## config.mk

```make
export PLATFORM = sky130hd
export DESIGN_NAME = pci_post_wbuf
export DESIGN_NICKNAME = d
export VERILOG_FILES = /design/src/rtl/pwb_pkg.sv /design/src/rtl/pwb_fifo.sv /design/src/rtl/pwb_ingress.sv /design/src/rtl/pwb_drain.sv /design/src/rtl/pci_post_wbuf.sv
export SDC_FILE = /design/constraint.sdc
export NUM_CORES = 1
export LEC_CHECK = 0
export ABC_AREA = 1
export BUFFER_PORTS_ARGS = -buffer_cell sky130_fd_sc_hd__buf_2
export CORE_UTILIZATION = 60
export CTS_CLUSTER_SIZE = 16
export DETAILED_ROUTE_END_ITERATION = 8
export GPL_ROUTABILITY_DRIVEN = 0
export PLACE_DENSITY = 0.79
export SLEW_MARGIN = 20
export SYNTH_ARGS = -nofsm -noshare
export SYNTH_HDL_FRONTEND = slang
export SYNTH_SLANG_ARGS = --single-unit
```

## constraint.sdc

```tcl
create_clock -name clk -period 7.5 [get_ports clk]
set_input_delay 1.5 -clock clk [delete_from_list [all_inputs] [get_ports clk]]
set_output_delay 1.5 -clock clk [all_outputs]
set_load 0.01 [all_outputs]
```

## src/rtl/pwb_pkg.sv

```systemverilog
package pwb_pkg;

    typedef enum logic [1:0] {
        IN_IDLE    = 2'd0,
        IN_BURST   = 2'd1,
        IN_DISCARD = 2'd2
    } ingress_state_e;

    typedef enum logic {
        DR_IDLE  = 1'b0,
        DR_WRITE = 1'b1
    } drain_state_e;

endpackage

```

## src/rtl/pwb_fifo.sv

```systemverilog
module pwb_fifo #(
    parameter int W     = 68,
    parameter int DEPTH = 8
) (
    input  logic                         clk,
    input  logic                         rst_n,
    input  logic                         push,
    input  logic [W-1:0]                 din,
    input  logic                         pop,
    output logic [W-1:0]                 dout,
    output logic [$clog2(DEPTH+1)-1:0]   count,
    output logic                         full,
    output logic                         empty
);
    localparam int PW = (DEPTH > 1) ? $clog2(DEPTH) : 1;
    localparam int CW = $clog2(DEPTH+1);

    logic [W-1:0]  store [DEPTH];
    logic [PW-1:0] wp, rp;

    always_ff @(posedge clk) begin
        if (push) begin
            store[wp] <= din;
        end
    end

    always_ff @(posedge clk or negedge rst_n) begin
        if (!rst_n) begin
            wp    <= '0;
            rp    <= '0;
            count <= '0;
        end else begin
            if (push) begin
                wp <= (wp == PW'(DEPTH-1)) ? '0 : wp + 1'b1;
            end
            if (pop) begin
                rp <= (rp == PW'(DEPTH-1)) ? '0 : rp + 1'b1;
            end
            unique case ({push, pop})
                2'b10:   count <= count + 1'b1;
                2'b01:   count <= count - 1'b1;
                default: count <= count;
            endcase
        end
    end

    assign dout  = store[rp];
    assign full  = (count == CW'(DEPTH));
    assign empty = (count == '0);

    // a write is never stored into a full buffer
    a_r3_no_push_when_full: assert property (@(posedge clk) disable iff (!rst_n)
        push |-> !full);

    // a memory handshake never consumes a beat from an empty buffer
    a_r4_no_pop_when_empty: assert property (@(posedge clk) disable iff (!rst_n)
        pop |-> !empty);

endmodule

```

## src/rtl/pwb_ingress.sv

```systemverilog
module pwb_ingress
    import pwb_pkg::*;
(
    input  logic clk,
    input  logic rst_n,
    input  logic wr_valid,
    input  logic wr_last,
    input  logic abort_req,
    input  logic full,
    input  logic hold,
    output logic wr_ready,
    output logic wr_abort,
    output logic push,
    output logic abort_set
);
    ingress_state_e state, state_nx;

    always_ff @(posedge clk or negedge rst_n) begin
        if (!rst_n) begin
            state <= IN_IDLE;
        end else begin
            state <= state_nx;
        end
    end

    always_comb begin
        state_nx  = state;
        wr_ready  = 1'b0;
        wr_abort  = 1'b0;
        push      = 1'b0;
        abort_set = 1'b0;
        unique case (state)
            IN_IDLE, IN_BURST: begin
                if (wr_valid && abort_req) begin
                    wr_ready  = 1'b1;
                    wr_abort  = 1'b1;
                    abort_set = 1'b1;
                    state_nx  = wr_last ? IN_IDLE : IN_DISCARD;
                end else begin
                    wr_ready = !full && !hold;
                    if (wr_valid && !full && !hold) begin
                        push     = 1'b1;
                        state_nx = wr_last ? IN_IDLE : IN_BURST;
                    end
                end
            end
            IN_DISCARD: begin
                wr_ready = 1'b1;
                wr_abort = 1'b1;
                if (wr_valid && wr_last) begin
                    state_nx = IN_IDLE;
                end
            end
            default: state_nx = IN_IDLE;
        endcase
    end

    // an aborted beat is never written into the buffer
    a_r5_abort_not_stored: assert property (@(posedge clk) disable iff (!rst_n)
        (wr_valid && wr_abort) |-> !push);

    // after an aborted non-final beat the next data phase is also refused
    a_r5_discard_follows: assert property (@(posedge clk) disable iff (!rst_n)
        (wr_valid && abort_req && !wr_last) |=> wr_abort);

endmodule

```

## src/rtl/pwb_drain.sv

```systemverilog
module pwb_drain
    import pwb_pkg::*;
(
    input  logic clk,
    input  logic rst_n,
    input  logic empty,
    input  logic one_left,
    input  logic mem_ready,
    output logic mem_valid,
    output logic pop
);
    drain_state_e state, state_nx;

    always_ff @(posedge clk or negedge rst_n) begin
        if (!rst_n) begin
            state <= DR_IDLE;
        end else begin
            state <= state_nx;
        end
    end

    always_comb begin
        state_nx  = state;
        mem_valid = 1'b0;
        pop       = 1'b0;
        unique case (state)
            DR_IDLE: begin
                if (!empty) begin
                    state_nx = DR_WRITE;
                end
            end
            DR_WRITE: begin
                mem_valid = 1'b1;
                if (mem_ready) begin
                    pop = 1'b1;
                    if (one_left) begin
                        state_nx = DR_IDLE;
                    end
                end
            end
            default: state_nx = DR_IDLE;
        endcase
    end

    // a pending memory request is held until accepted
    a_r4_request_held: assert property (@(posedge clk) disable iff (!rst_n)
        (mem_valid && !mem_ready) |=> mem_valid);

endmodule

```

## src/rtl/pci_post_wbuf.sv

```systemverilog
module pci_post_wbuf #(
    parameter int ADDR_W    = 32,
    parameter int DATA_W    = 32,
    parameter int BUF_BYTES = 32
) (
    input  logic                clk,
    input  logic                rst_n,
    input  logic                wr_valid,
    input  logic [ADDR_W-1:0]   wr_addr,
    input  logic [DATA_W-1:0]   wr_data,
    input  logic [DATA_W/8-1:0] wr_be_n,
    input  logic                wr_last,
    input  logic                abort_req,
    output logic                wr_ready,
    output logic                wr_abort,
    output logic                ta_status,
    input  logic                ta_clr,
    input  logic                rd_req,
    output logic                flush_busy,
    output logic                mem_valid,
    output logic [ADDR_W-1:0]   mem_addr,
    output logic [DATA_W-1:0]   mem_data,
    output logic [DATA_W/8-1:0] mem_be_n,
    input  logic                mem_ready
);
    localparam int BE_W  = DATA_W / 8;
    localparam int DEPTH = BUF_BYTES / BE_W;
    localparam int ENT_W = ADDR_W + DATA_W + BE_W;
    localparam int CW    = $clog2(DEPTH + 1);

    logic             push, pop, full, empty, abort_set, hold;
    logic [ENT_W-1:0] head;
    logic [CW-1:0]    count;
    logic             flush_q, ta_q;

    assign hold = rd_req || flush_q;

    pwb_ingress u_ingress (
        .clk       (clk),
        .rst_n     (rst_n),
        .wr_valid  (wr_valid),
        .wr_last   (wr_last),
        .abort_req (abort_req),
        .full      (full),
        .hold      (hold),
        .wr_ready  (wr_ready),
        .wr_abort  (wr_abort),
        .push      (push),
        .abort_set (abort_set)
    );

    pwb_fifo #(.W(ENT_W), .DEPTH(DEPTH)) u_fifo (
        .clk   (clk),
        .rst_n (rst_n),
        .push  (push),
        .din   ({wr_addr, wr_data, wr_be_n}),
        .pop   (pop),
        .dout  (head),
        .count (count),
        .full  (full),
        .empty (empty)
    );

    pwb_drain u_drain (
        .clk       (clk),
        .rst_n     (rst_n),
        .empty     (empty),
        .one_left  (count == CW'(1)),
        .mem_ready (mem_ready),
        .mem_valid (mem_valid),
        .pop       (pop)
    );

    assign mem_addr = head[ENT_W-1 -: ADDR_W];
    assign mem_data = head[BE_W +: DATA_W];
    assign mem_be_n = head[BE_W-1:0];

    // Flush flag: armed by a read against a non-empty buffer, released
    // on the edge where the last beat leaves.
    always_ff @(posedge clk or negedge rst_n) begin
        if (!rst_n) begin
            flush_q <= 1'b0;
        end else begin
            flush_q <= (flush_q || rd_req) && !empty && !(pop && count == CW'(1));
        end
    end

    assign flush_busy = flush_q || (rd_req && !empty);

    // Sticky target-abort status, write-one-to-clear, set has priority.
    always_ff @(posedge clk or negedge rst_n) begin
        if (!rst_n) begin
            ta_q <= 1'b0;
        end else if (abort_set) begin
            ta_q <= 1'b1;
        end else if (ta_clr) begin
            ta_q <= 1'b0;
        end
    end

    assign ta_status = ta_q;

    // the flush only ends with the buffer empty
    a_r7_flush_ends_empty: assert property (@(posedge clk) disable iff (!rst_n)
        $fell(flush_q) |-> empty);

    // no write enters the buffer while a read waits
    a_r7_no_write_during_read: assert property (@(posedge clk) disable iff (!rst_n)
        (rd_req || flush_busy) |-> !push);

    // a read may proceed only against an empty buffer
    a_r8_read_sees_empty: assert property (@(posedge clk) disable iff (!rst_n)
        (rd_req && !flush_busy) |-> empty);

    // the status bit holds without a clear pulse
    a_r6_ta_sticky: assert property (@(posedge clk) disable iff (!rst_n)
        (ta_status && !ta_clr) |=> ta_status);

    // payload is frozen while memory stalls
    a_r4_payload_stable: assert property (@(posedge clk) disable iff (!rst_n)
        (mem_valid && !mem_ready) |=> ($stable(mem_addr) && $stable(mem_data) && $stable(mem_be_n)));

endmodule

```

# After elaboration in Yosys (flattened, before gate mapping)
# Memories as Yosys holds them, arrays and structs flattened.
# Cells that the tools add are included.
# W data, S select, Z words.
# totals
reg_bits,15
mem_bits_rw,544
inputBits,76
out_inout_bits,73
word_cells,72
memories,1
# memory_table
memory,depth,word_bits,read_ports,rd_ports_with_merged_regs,write_ports,line_no,text
u_fifo.store,8,68,1,0,1,pwb_fifo.sv:18,logic [W-1:0] store [DEPTH];
# op_classes
n_addsub,4
n_eq_ne,10
mux,28
bitwise,1
reduce_logical,21
# ops
cell,count
$mux W1,17
$logic_and A1 B1 Y1,9
$mux W2,4
$pmux W4 S2,1
$add A3 B1 Y3 const B,2
$eq A3 B3 Y1 const B,2
$mux W3,2
$pmux W1 S2,3
$add A4 B1 Y4 const B,1
$eq A2 B1 Y1 const B,2
$eq A2 B2 Y1 const B,2
$eq A4 B1 Y1 const B,1
$eq A4 B4 Y1 const B,1
$logic_not A1 Y1,4
$logic_not A4 Y1,1
$pmux W2 S2,1
$reduce_bool A2 Y1,2
$sub A4 B1 Y4 const B,1
$ne A3 B1 Y1 const B,1
$logic_not A2 Y1,1
$logic_or A1 B1 Y1,2
$ne A2 B1 Y1 const B,1
$reduce_and A2 Y1,1
$reduce_or A2 Y1,1
$not A1 Y1,1

# Longest topological paths before layout
# Gate-level depths: netlist of run 1.
# logic_depth
word_depth,9
mapped_depth,12
mapped_depth_nobuf,12

# By module
# From an unflattened synthesis of run 1, not the netlist that was laid out.
# hier_totals
cells_unflattened,1663
hier_area_um2,21812.2
# by_module_without_submodules
mod,instances,cells_each,area_each_um2,seq_area_each_um2
pwb_fifo,1,1616,21495.6,16585.9
pwb_ingress,1,22,142.6,50.0
pci_post_wbuf,1,16,118.9,50.0
pwb_drain,1,9,55.1,25.0

# Worst setup path before layout of run 1
# Ideal clock, no wire load.
# synth_path
path_type,in2reg
from,input rd_req
to,"memory u_fifo.store[0][0], enable pin"
setup_ns,0.495
t_arrival_ns,5.037
slack_ns,1.969
path_stages,5
path_cell_list,nor2_1 > nand3_1 > nor2_1 > nand2_1 > nor2_1
# synth_between
elab_chain_cells,8
# synth_rtl
element,line_no,text
from (decl),pci_post_wbuf.sv:18,"input logic rd_req,"
$logic_or A1 B1 Y1,pci_post_wbuf.sv:36,assign hold = rd_req || flush_q;
$logic_not A1 Y1,pwb_ingress.sv:41,if (wr_valid && !full && !hold) begin
$logic_and A1 B1 Y1,pwb_ingress.sv:41,
$mux W1,pwb_ingress.sv:41,
$mux W1,pwb_ingress.sv:34,if (wr_valid && abort_req) begin
$mux W1,pwb_ingress.sv:32,unique case (state)
$mux W1,pwb_fifo.sv:22,if (push) begin
$mux W1 (not written as such),pwb_fifo.sv:23,store[wp] <= din;
to (decl),pwb_fifo.sv:18,
# Every way passes these cells.

# Worst setup path in the final report of run 1
# layout_path
from,register u_fifo.rp[1]
to,output mem_be_n[0]
# layout_between
elab_chain_cells,1
# layout_rtl
element,line_no,text
from (decl),pwb_fifo.sv:19,"logic [PW-1:0] wp, rp;"
from (signal assigned),pwb_fifo.sv:37,rp <= (rp == PW'(DEPTH-1)) ? '0 : rp + 1'b1;
$mem_v2 Z8 W68,n/a,
to (decl),pci_post_wbuf.sv:23,"output logic [DATA_W/8-1:0] mem_be_n,"
# Every way passes these cells.

==> results.py, run 1 <==
metrics = {
    "run_status": {
        "outcome": "finished, final reports clean",
    },
    "grt": {
        "first_global_vias": 13900,
        "grt_max_degree": 221,
        "grt_pass1_wl_um": 73800,
        "use_met3_pct": 4.20,
        "global_route.usage.met2_pct": 42.1,
        "busiest_layer": "met2",
        "grt_overflow": 0,
        "grt.total_usage_pct": 25.1,
        "grtUsageMet1_pct": 34.0,
        "antenna_found_initial": 5,
    },
    "sta": {
        "tightest_slew_ns": 1.08,
        "setup_viol": 0,
        "fmax_mhz": 189,
        "hold_ws_ns": 0.544,
        "timing.final.crit_share_pct": 70.4,
        "fin_ws_ns": 2.22,
        "slew_headroom_pct": 28.2,
        "report.final.slew_viol_count": 0,
        "hold_violations": 0,
        "tns_ns": 0,
        "period_minus_slack_ns": 5.28,
        "skew_ns": 0.0234,
        "rsz0062_at_grt": "no",
    },
    "synthesis": {
        "netlist_area_sq_um": 22500,
        "synth_top_family_by_area": "simple AND/OR/NAND/NOR gates",
        "synthCells": 1928,
        "synth_seq_cells": 559,
        "ys_warn_count": 0,
        "synthMuxAreaShare_pct": 0,
        "synth_seq_area_share_pct": 74.4,
        "syn_nets": 2012,
        "synth_compound_area_share_pct": 6.29,
        "synth-xor-area-share_pct": 0.117,
        "synthAdderAreaFrac_pct": 0.445,
        "avgSynthCellArea_sq_um": 11.7,
        "synthDistinctLibCells": 21,
        "yosys.area_share.simple_pct": 15.9,
    },
    "worst_hold_path": {
        "worstHoldStart": "ta_status",
        "min_to": "ta_status",
        "min_path_type": "register to register",
        "holdPathStages": 2,
    },
    "detailed_routing": {
        "post_drt_wl_per_cell_um": 18.8,
        "totalWireLength_um": 48100,
        "first_iter_violations": 1420,
        "dr.pass1.iters": 6,
        "vias": 14500,
        "drc": 0,
        "detail-route-antenna-nets": 0,
        "vias_per_cell": 5.67,
    },
    "clock_network": {
        "postCtsSetupBuffers": 0,
        "clock_path_buffers": 3,
        "clkTransAtPathRegs_ns": 0.06,
        "ctsHoldBuffers": 0,
        "cts-htree-levels": 2,
        "clockRootBuffer": "clkbuf_16",
        "clk_latency_ns": 0.57,
        "cts_sinks": 559,
        "cts_tree": "done",
        "cts_made_buffers": 53,
        "postCtsResizedCells": 0,
    },
    "place": {
        "portBuffers": 148,
        "place_ws_ns": 2.83,
        "dp.final_hpwl_um": 23800,
    },
    "setup_path": {
        "critPathSlowestCell": "dfrtp_4",
        "cp.required_ns": 6.00,
        "crit_path_max_fanout": 76,
        "crit_family": "buffers and inverters",
        "rr_endpoint": "u_fifo.store[4][48]",
        "setup.worst_path.end_class": "primary output",
        "crit_chain": "inv_4, buf_4, o21ai_0, o21ai_0, nand2_1, nand2_1, buf_2",
        "cp_num_buf_inv": 3,
        "critPathMaxStageDelay_ns": 0.82,
        "r2r_slack_ns": 3.97,
        "critical_path_arrival_ns": 3.78,
        "reg2regPathDepth": 8,
        "rr_startpoint": "u_fifo.count[0]",
        "path_class": "register to primary output",
        "crit_path_start_kind": "register",
    },
    "layout": {
        "drive_gt1_share_pct": 12.2,
        "layout.nets": 2127,
        "synthToLayoutAreaGrowth_pct": 11.6,
        "fillerInstances": 2507,
    },
    "floorplan": {
        "die_y_um": 196,
        "initial_core_util_pct": 61.2,
        "die_width_um": 196,
        "die_area_sq_um": 38200,
        "fp-row-count": 70,
        "top_level_ports": 149,
        "coreArea_sq_um": 36700,
    },
    "power": {
        "power.total_mw": 8.89,
        "ir_worst_vdd_uv": 255,
        "p_leak_nw": 9.39,
        "power_density_nw_per_um2": 354,
    },
    "flow_run": {
        "drv_cap": 0,
    },
}
-- area by class of cell --
type / count / area (sq um) / share of cell area, %
Tap cell: 468 / 586 / 2.33
Inverter: 25 / 104 / 0.414
Clock inverter: 24 / 206 / 0.823
Timing Repair Buffer: 165 / 881 / 3.51
Sequential cell: 559 / 16700 / 66.6
Clock buffer: 69 / 1420 / 5.64
Antenna cell: 5 / 12.5 / 0.0499
Multi-Input combinational cell: 1239 / 5170 / 20.6
-- synthesized netlist by cell type --
master    count  area [sq um]
buf_4         9          67.6
inv_2         1          3.75
buf_1        14          52.6
nor3b_1       1          7.51
o21ai_1      98           490
xnor2_1       2          17.5
nand4_1       2          12.5
o21ai_0     183           916
clkbuf_1     43           161
dfrtp_1      15           375
nand3_1       6          30.0
edfxtp_1    544         16300
xor2_1        1          8.76
clkinv_1      1          3.75
nand2_1     578          2170
buf_2        25           125
nor2_1      359          1350
ha_1          8           100
inv_1        23          86.3
buf_6        14           158
o22ai_1       1          6.26
-- logic make-up after synthesis --
family | Yosys count
flip-flops | 559
AND/OR/NAND/NOR | 946
adder cells (fa/ha/maj) | 8
AO/OA/AOI/OAI | 282
buffers and inverters | 130
XOR/XNOR | 3
-- state kept, by name, indices dropped and copies added, names as in the netlist --
name and flops:
u_fifo.store 544, u_fifo.count 4, u_fifo.rp 3, u_fifo.wp 3, u_ingress.state 2, flush_q 1
ta_status 1, u_drain.state 1
-- through the flow --
step	instances	util [%]	area, sq um
after floorplan	1928	-	22500
after global placement	2456	63.9	23500
after detailed placement	2456	63.9	23500
after CTS	2549	68.3	25100
after global routing	2550	68.3	25100
final	2554	68.4	25100
-- cell usage in the layout (no fill, tap or decap) --
master | netlist | final
nor3b_1 | 1 | 1
nor2_4 | 0 | 8
inv_1 | 23 | 22
clkbuf_8 | 0 | 3
o21ai_1 | 98 | 98
edfxtp_1 | 544 | 544
clkinvlp_4 | 0 | 4
inv_6 | 0 | 1
ha_1 | 8 | 8
clkinv_1 | 1 | 5
nand4_1 | 2 | 2
dfrtp_4 | 0 | 2
diode_2 | 0 | 5
dfrtp_1 | 15 | 12
bufinv_16 | 0 | 3
o21ai_0 | 183 | 183
inv_2 | 1 | 1
xor2_1 | 1 | 1
xnor2_1 | 2 | 2
clkinv_4 | 0 | 1
inv_8 | 0 | 1
clkbuf_16 | 0 | 53
nand2_1 | 578 | 578
clkinv_2 | 0 | 10
o22ai_1 | 1 | 1
buf_12 | 0 | 1
inv_4 | 0 | 1
buf_4 | 9 | 16
dfrtp_2 | 0 | 1
nor2_1 | 359 | 351
nand3_1 | 6 | 6
clkbuf_1 | 43 | 13
buf_2 | 25 | 148
-- routing by layer --
layer / vias to the layer above / part of all wire (%) / routed length, um
li1: 6809 / - / -
met1: 7008 / 41 / 19600
met2: 574 / 49 / 23600
met3: 77 / 8.0 / 3860
met4: 6 / 1.9 / 924
met5: - / 0.079 / 38
-- worst max path at each step --
stage / slack, ns / depth (start not counted) / start / end
6_report: 2.22 / 7 / u_fifo.rp[1] / mem_be_n[0]
5_1_grt: 2.01 / 7 / u_fifo.rp[1] / mem_addr[15]
4_1_cts: 2.19 / 7 / u_fifo.rp[1] / mem_be_n[0]
3_5_place_dp: 2.83 / 7 / u_fifo.rp[1] / mem_be_n[0]
3_3_place_gp: 2.83 / 7 / u_fifo.rp[1] / mem_be_n[0]
2_1_floorplan: 1.97 / 5 / rd_req / u_fifo.store[0][0]
-- worst min-delay path, cell delays in order (launching register included) --
cell and delay [ns]:
dfrtp_1 0.38, inv_1 0.05, o21ai_0 0.07
-- power by group --
group / total [mW] / leakage (nW) / switching, mW / internal (mW)
clock: 2.51 / 0.789 / 1.08 / 1.43
sequential: 3.64 / 5.07 / 0.157 / 3.49
combinational: 2.74 / 3.53 / 1.88 / 0.869
total: 8.89 / 9.39 / 3.11 / 5.78
Note: power is estimated with default switching activity, not from simulation.
==> run 2, diff against run 1 <==
==> constraint.sdc (replaced) <==
create_clock -name clk -period 4.91 [get_ports clk]
set_input_delay 0.982 -clock clk [delete_from_list [all_inputs] [get_ports clk]]
set_output_delay 0.982 -clock clk [all_outputs]
set_load 0.01 [all_outputs]
==> run 2 against run 1 <==
Critical endpoint is now mem_data[10]; clock skew fell by 0.0064 ns; register-to-register slack got worse by 2.0 ns; sequential power rose by 50%; worst setup slack got worse by 1.3 ns; cell count rose by 0.67%; first-iteration DRC count rose by 13%.
==> results.py, run 2 (same netlist as run 1, synthesis figures left out) <==
metrics = {
    "run_status": {
        "outcome": "finished, final reports clean",
    },
    "setup_path": {
        "setup.worst_path.end_class": "primary output",
        "critical_path_arrival_ns": 3.00,
        "crit_path_start_kind": "register",
        "cp.required_ns": 3.93,
        "path_class": "register to primary output",
        "crit_path_max_fanout": 158,
    },
    "layout": {
        "layout.nets": 2136,
        "largest_register": "u_fifo.store",
        "final_cell_mix": "nand2_1, edfxtp_1, nor2_1, o21ai_0, buf_2",
        "largest_reg_flops": 544,
        "drive_gt1_share_pct": 12.5,
        "synthToLayoutAreaGrowth_pct": 12.7,
        "reg_top3": "u_fifo.store x544, u_fifo.count x4",
        "final_area_sq_um": 25300,
        "fillerInstances": 2410,
        "final_common_cell": "nand2_1",
    },
    "floorplan": {
        "fp-row-count": 70,
        "die_y_um": 196,
        "top_level_ports": 149,
        "coreArea_sq_um": 36700,
        "die_area_sq_um": 38200,
        "initial_core_util_pct": 61.2,
        "die_width_um": 196,
    },
    "detailed_routing": {
        "drc": 0,
        "post_drt_wl_per_cell_um": 19.0,
        "detail-route-antenna-nets": 0,
        "dr.pass1.iters": 5,
        "vias_per_cell": 5.68,
        "totalWireLength_um": 48800,
        "first_iter_violations": 1601,
        "vias": 14600,
    },
    "place": {
        "placed_cell_area_sq_um": 23600,
        "dp.final_hpwl_um": 25000,
        "portBuffers": 148,
    },
    "sta": {
        "fmax_mhz": 251,
        "setup_viol": 0,
        "tightest_slew_ns": 1.13,
        "rsz0062_at_grt": "no",
        "hold_violations": 0,
        "slew_headroom_pct": 24.9,
        "skew_ns": 0.0171,
        "period_minus_slack_ns": 3.98,
        "report.final.slew_viol_count": 0,
        "tns_ns": 0,
        "timing.final.crit_share_pct": 81.0,
    },
    "clock_network": {
        "cts_sinks": 559,
        "ctsHoldBuffers": 0,
        "clockRootBuffer": "clkbuf_16",
        "cts_made_buffers": 53,
        "postCtsSetupBuffers": 0,
        "clk_latency_ns": 0.58,
        "clkTransAtPathRegs_ns": 0.07,
        "cts-htree-levels": 2,
        "postCtsResizedCells": 0,
        "clock_path_buffers": 3,
        "cts_tree": "done",
    },
    "power": {
        "p_leak_nw": 9.49,
        "power_density_nw_per_um2": 546,
        "ir_worst_vdd_uv": 372,
    },
    "grt": {
        "antenna_found_initial": 8,
        "grt.total_usage_pct": 25.6,
        "grt_overflow": 0,
        "grt_pass1_wl_um": 75600,
        "first_global_vias": 14500,
        "grt_max_degree": 265,
    },
    "worst_hold_path": {
        "min_path_type": "input port to asynchronous set/reset pin",
    },
    "flow_run": {
        "drv_cap": 0,
    },
}
run 2: stage by stage:
stage	util [%]	instances	hold WS [ns]	total power [mW]	setup WS (ns)
floorplan	-	1928	0.505	8.53	-0.103
global placement	64.3	2464	0.508	9.77	1.62
detailed placement	64.3	2464	0.521	9.91	1.54
CTS	68.9	2564	0.303	13.9	0.949
global route	69.0	2568	0.322	14.6	0.710
finish	69.0	2571	0.315	13.8	0.931
run 2: critical path, stage by stage (launching register included):
cell and delay, ns:
dfrtp_4 0.57, inv_8 0.62, buf_4 0.44, nand2_1 0.11, nand2_1 0.08, nand2_1 0.05, o21ai_0 0.12, nand2_1 0.07
nand2_1 0.10, buf_2 0.13
run 2: final cells by class:
type / count / area [sq um] / area share (%)
inverters: 25 / 104 / 0.410
well taps: 468 / 586 / 2.31
repair buffers: 174 / 1030 / 4.07
clock buffers: 63 / 1410 / 5.55
flip-flops and latches: 559 / 16700 / 66.0
clock inverters: 37 / 305 / 1.21
diodes: 6 / 15.0 / 0.0593
multi-input cells: 1239 / 5170 / 20.4
run 2: worst paths after layout:
path	start	endpoint	slack, ns	cells past startpoint
max	u_fifo.rp[0]	mem_data[10]	0.93	9
min	rst_n	u_fifo.count[2]	0.31	1
max reg2reg	u_fifo.count[0]	u_fifo.store[2][15]	1.98	8
min reg2reg	ta_status	ta_status	0.53	2
max in group asynchronous	rst_n	u_fifo.rp[1]	4.30	1
min in group clk	ta_status	ta_status	0.53	2
run 2: routing by layer:
metal	vias to the layer above	wire, um	track usage [%]
li1	6832	-	-
met1	7046	20200	34.4
met2	601	23400	41.6
met3	122	3800	4.92
met4	8	1340	10.0
met5	-	44	0
run 2: power breakdown:
| part | leakage [nW] | internal [mW] | total [mW] | switching, mW |
|---|---|---|---|---|
| Combinational | 3.60 | 1.38 | 4.37 | 3.00 |
| Sequential | 5.07 | 5.33 | 5.47 | 0.145 |
| Clock | 0.825 | 2.30 | 3.99 | 1.69 |
| Total | 9.49 | 9.00 | 13.8 | 4.83 |
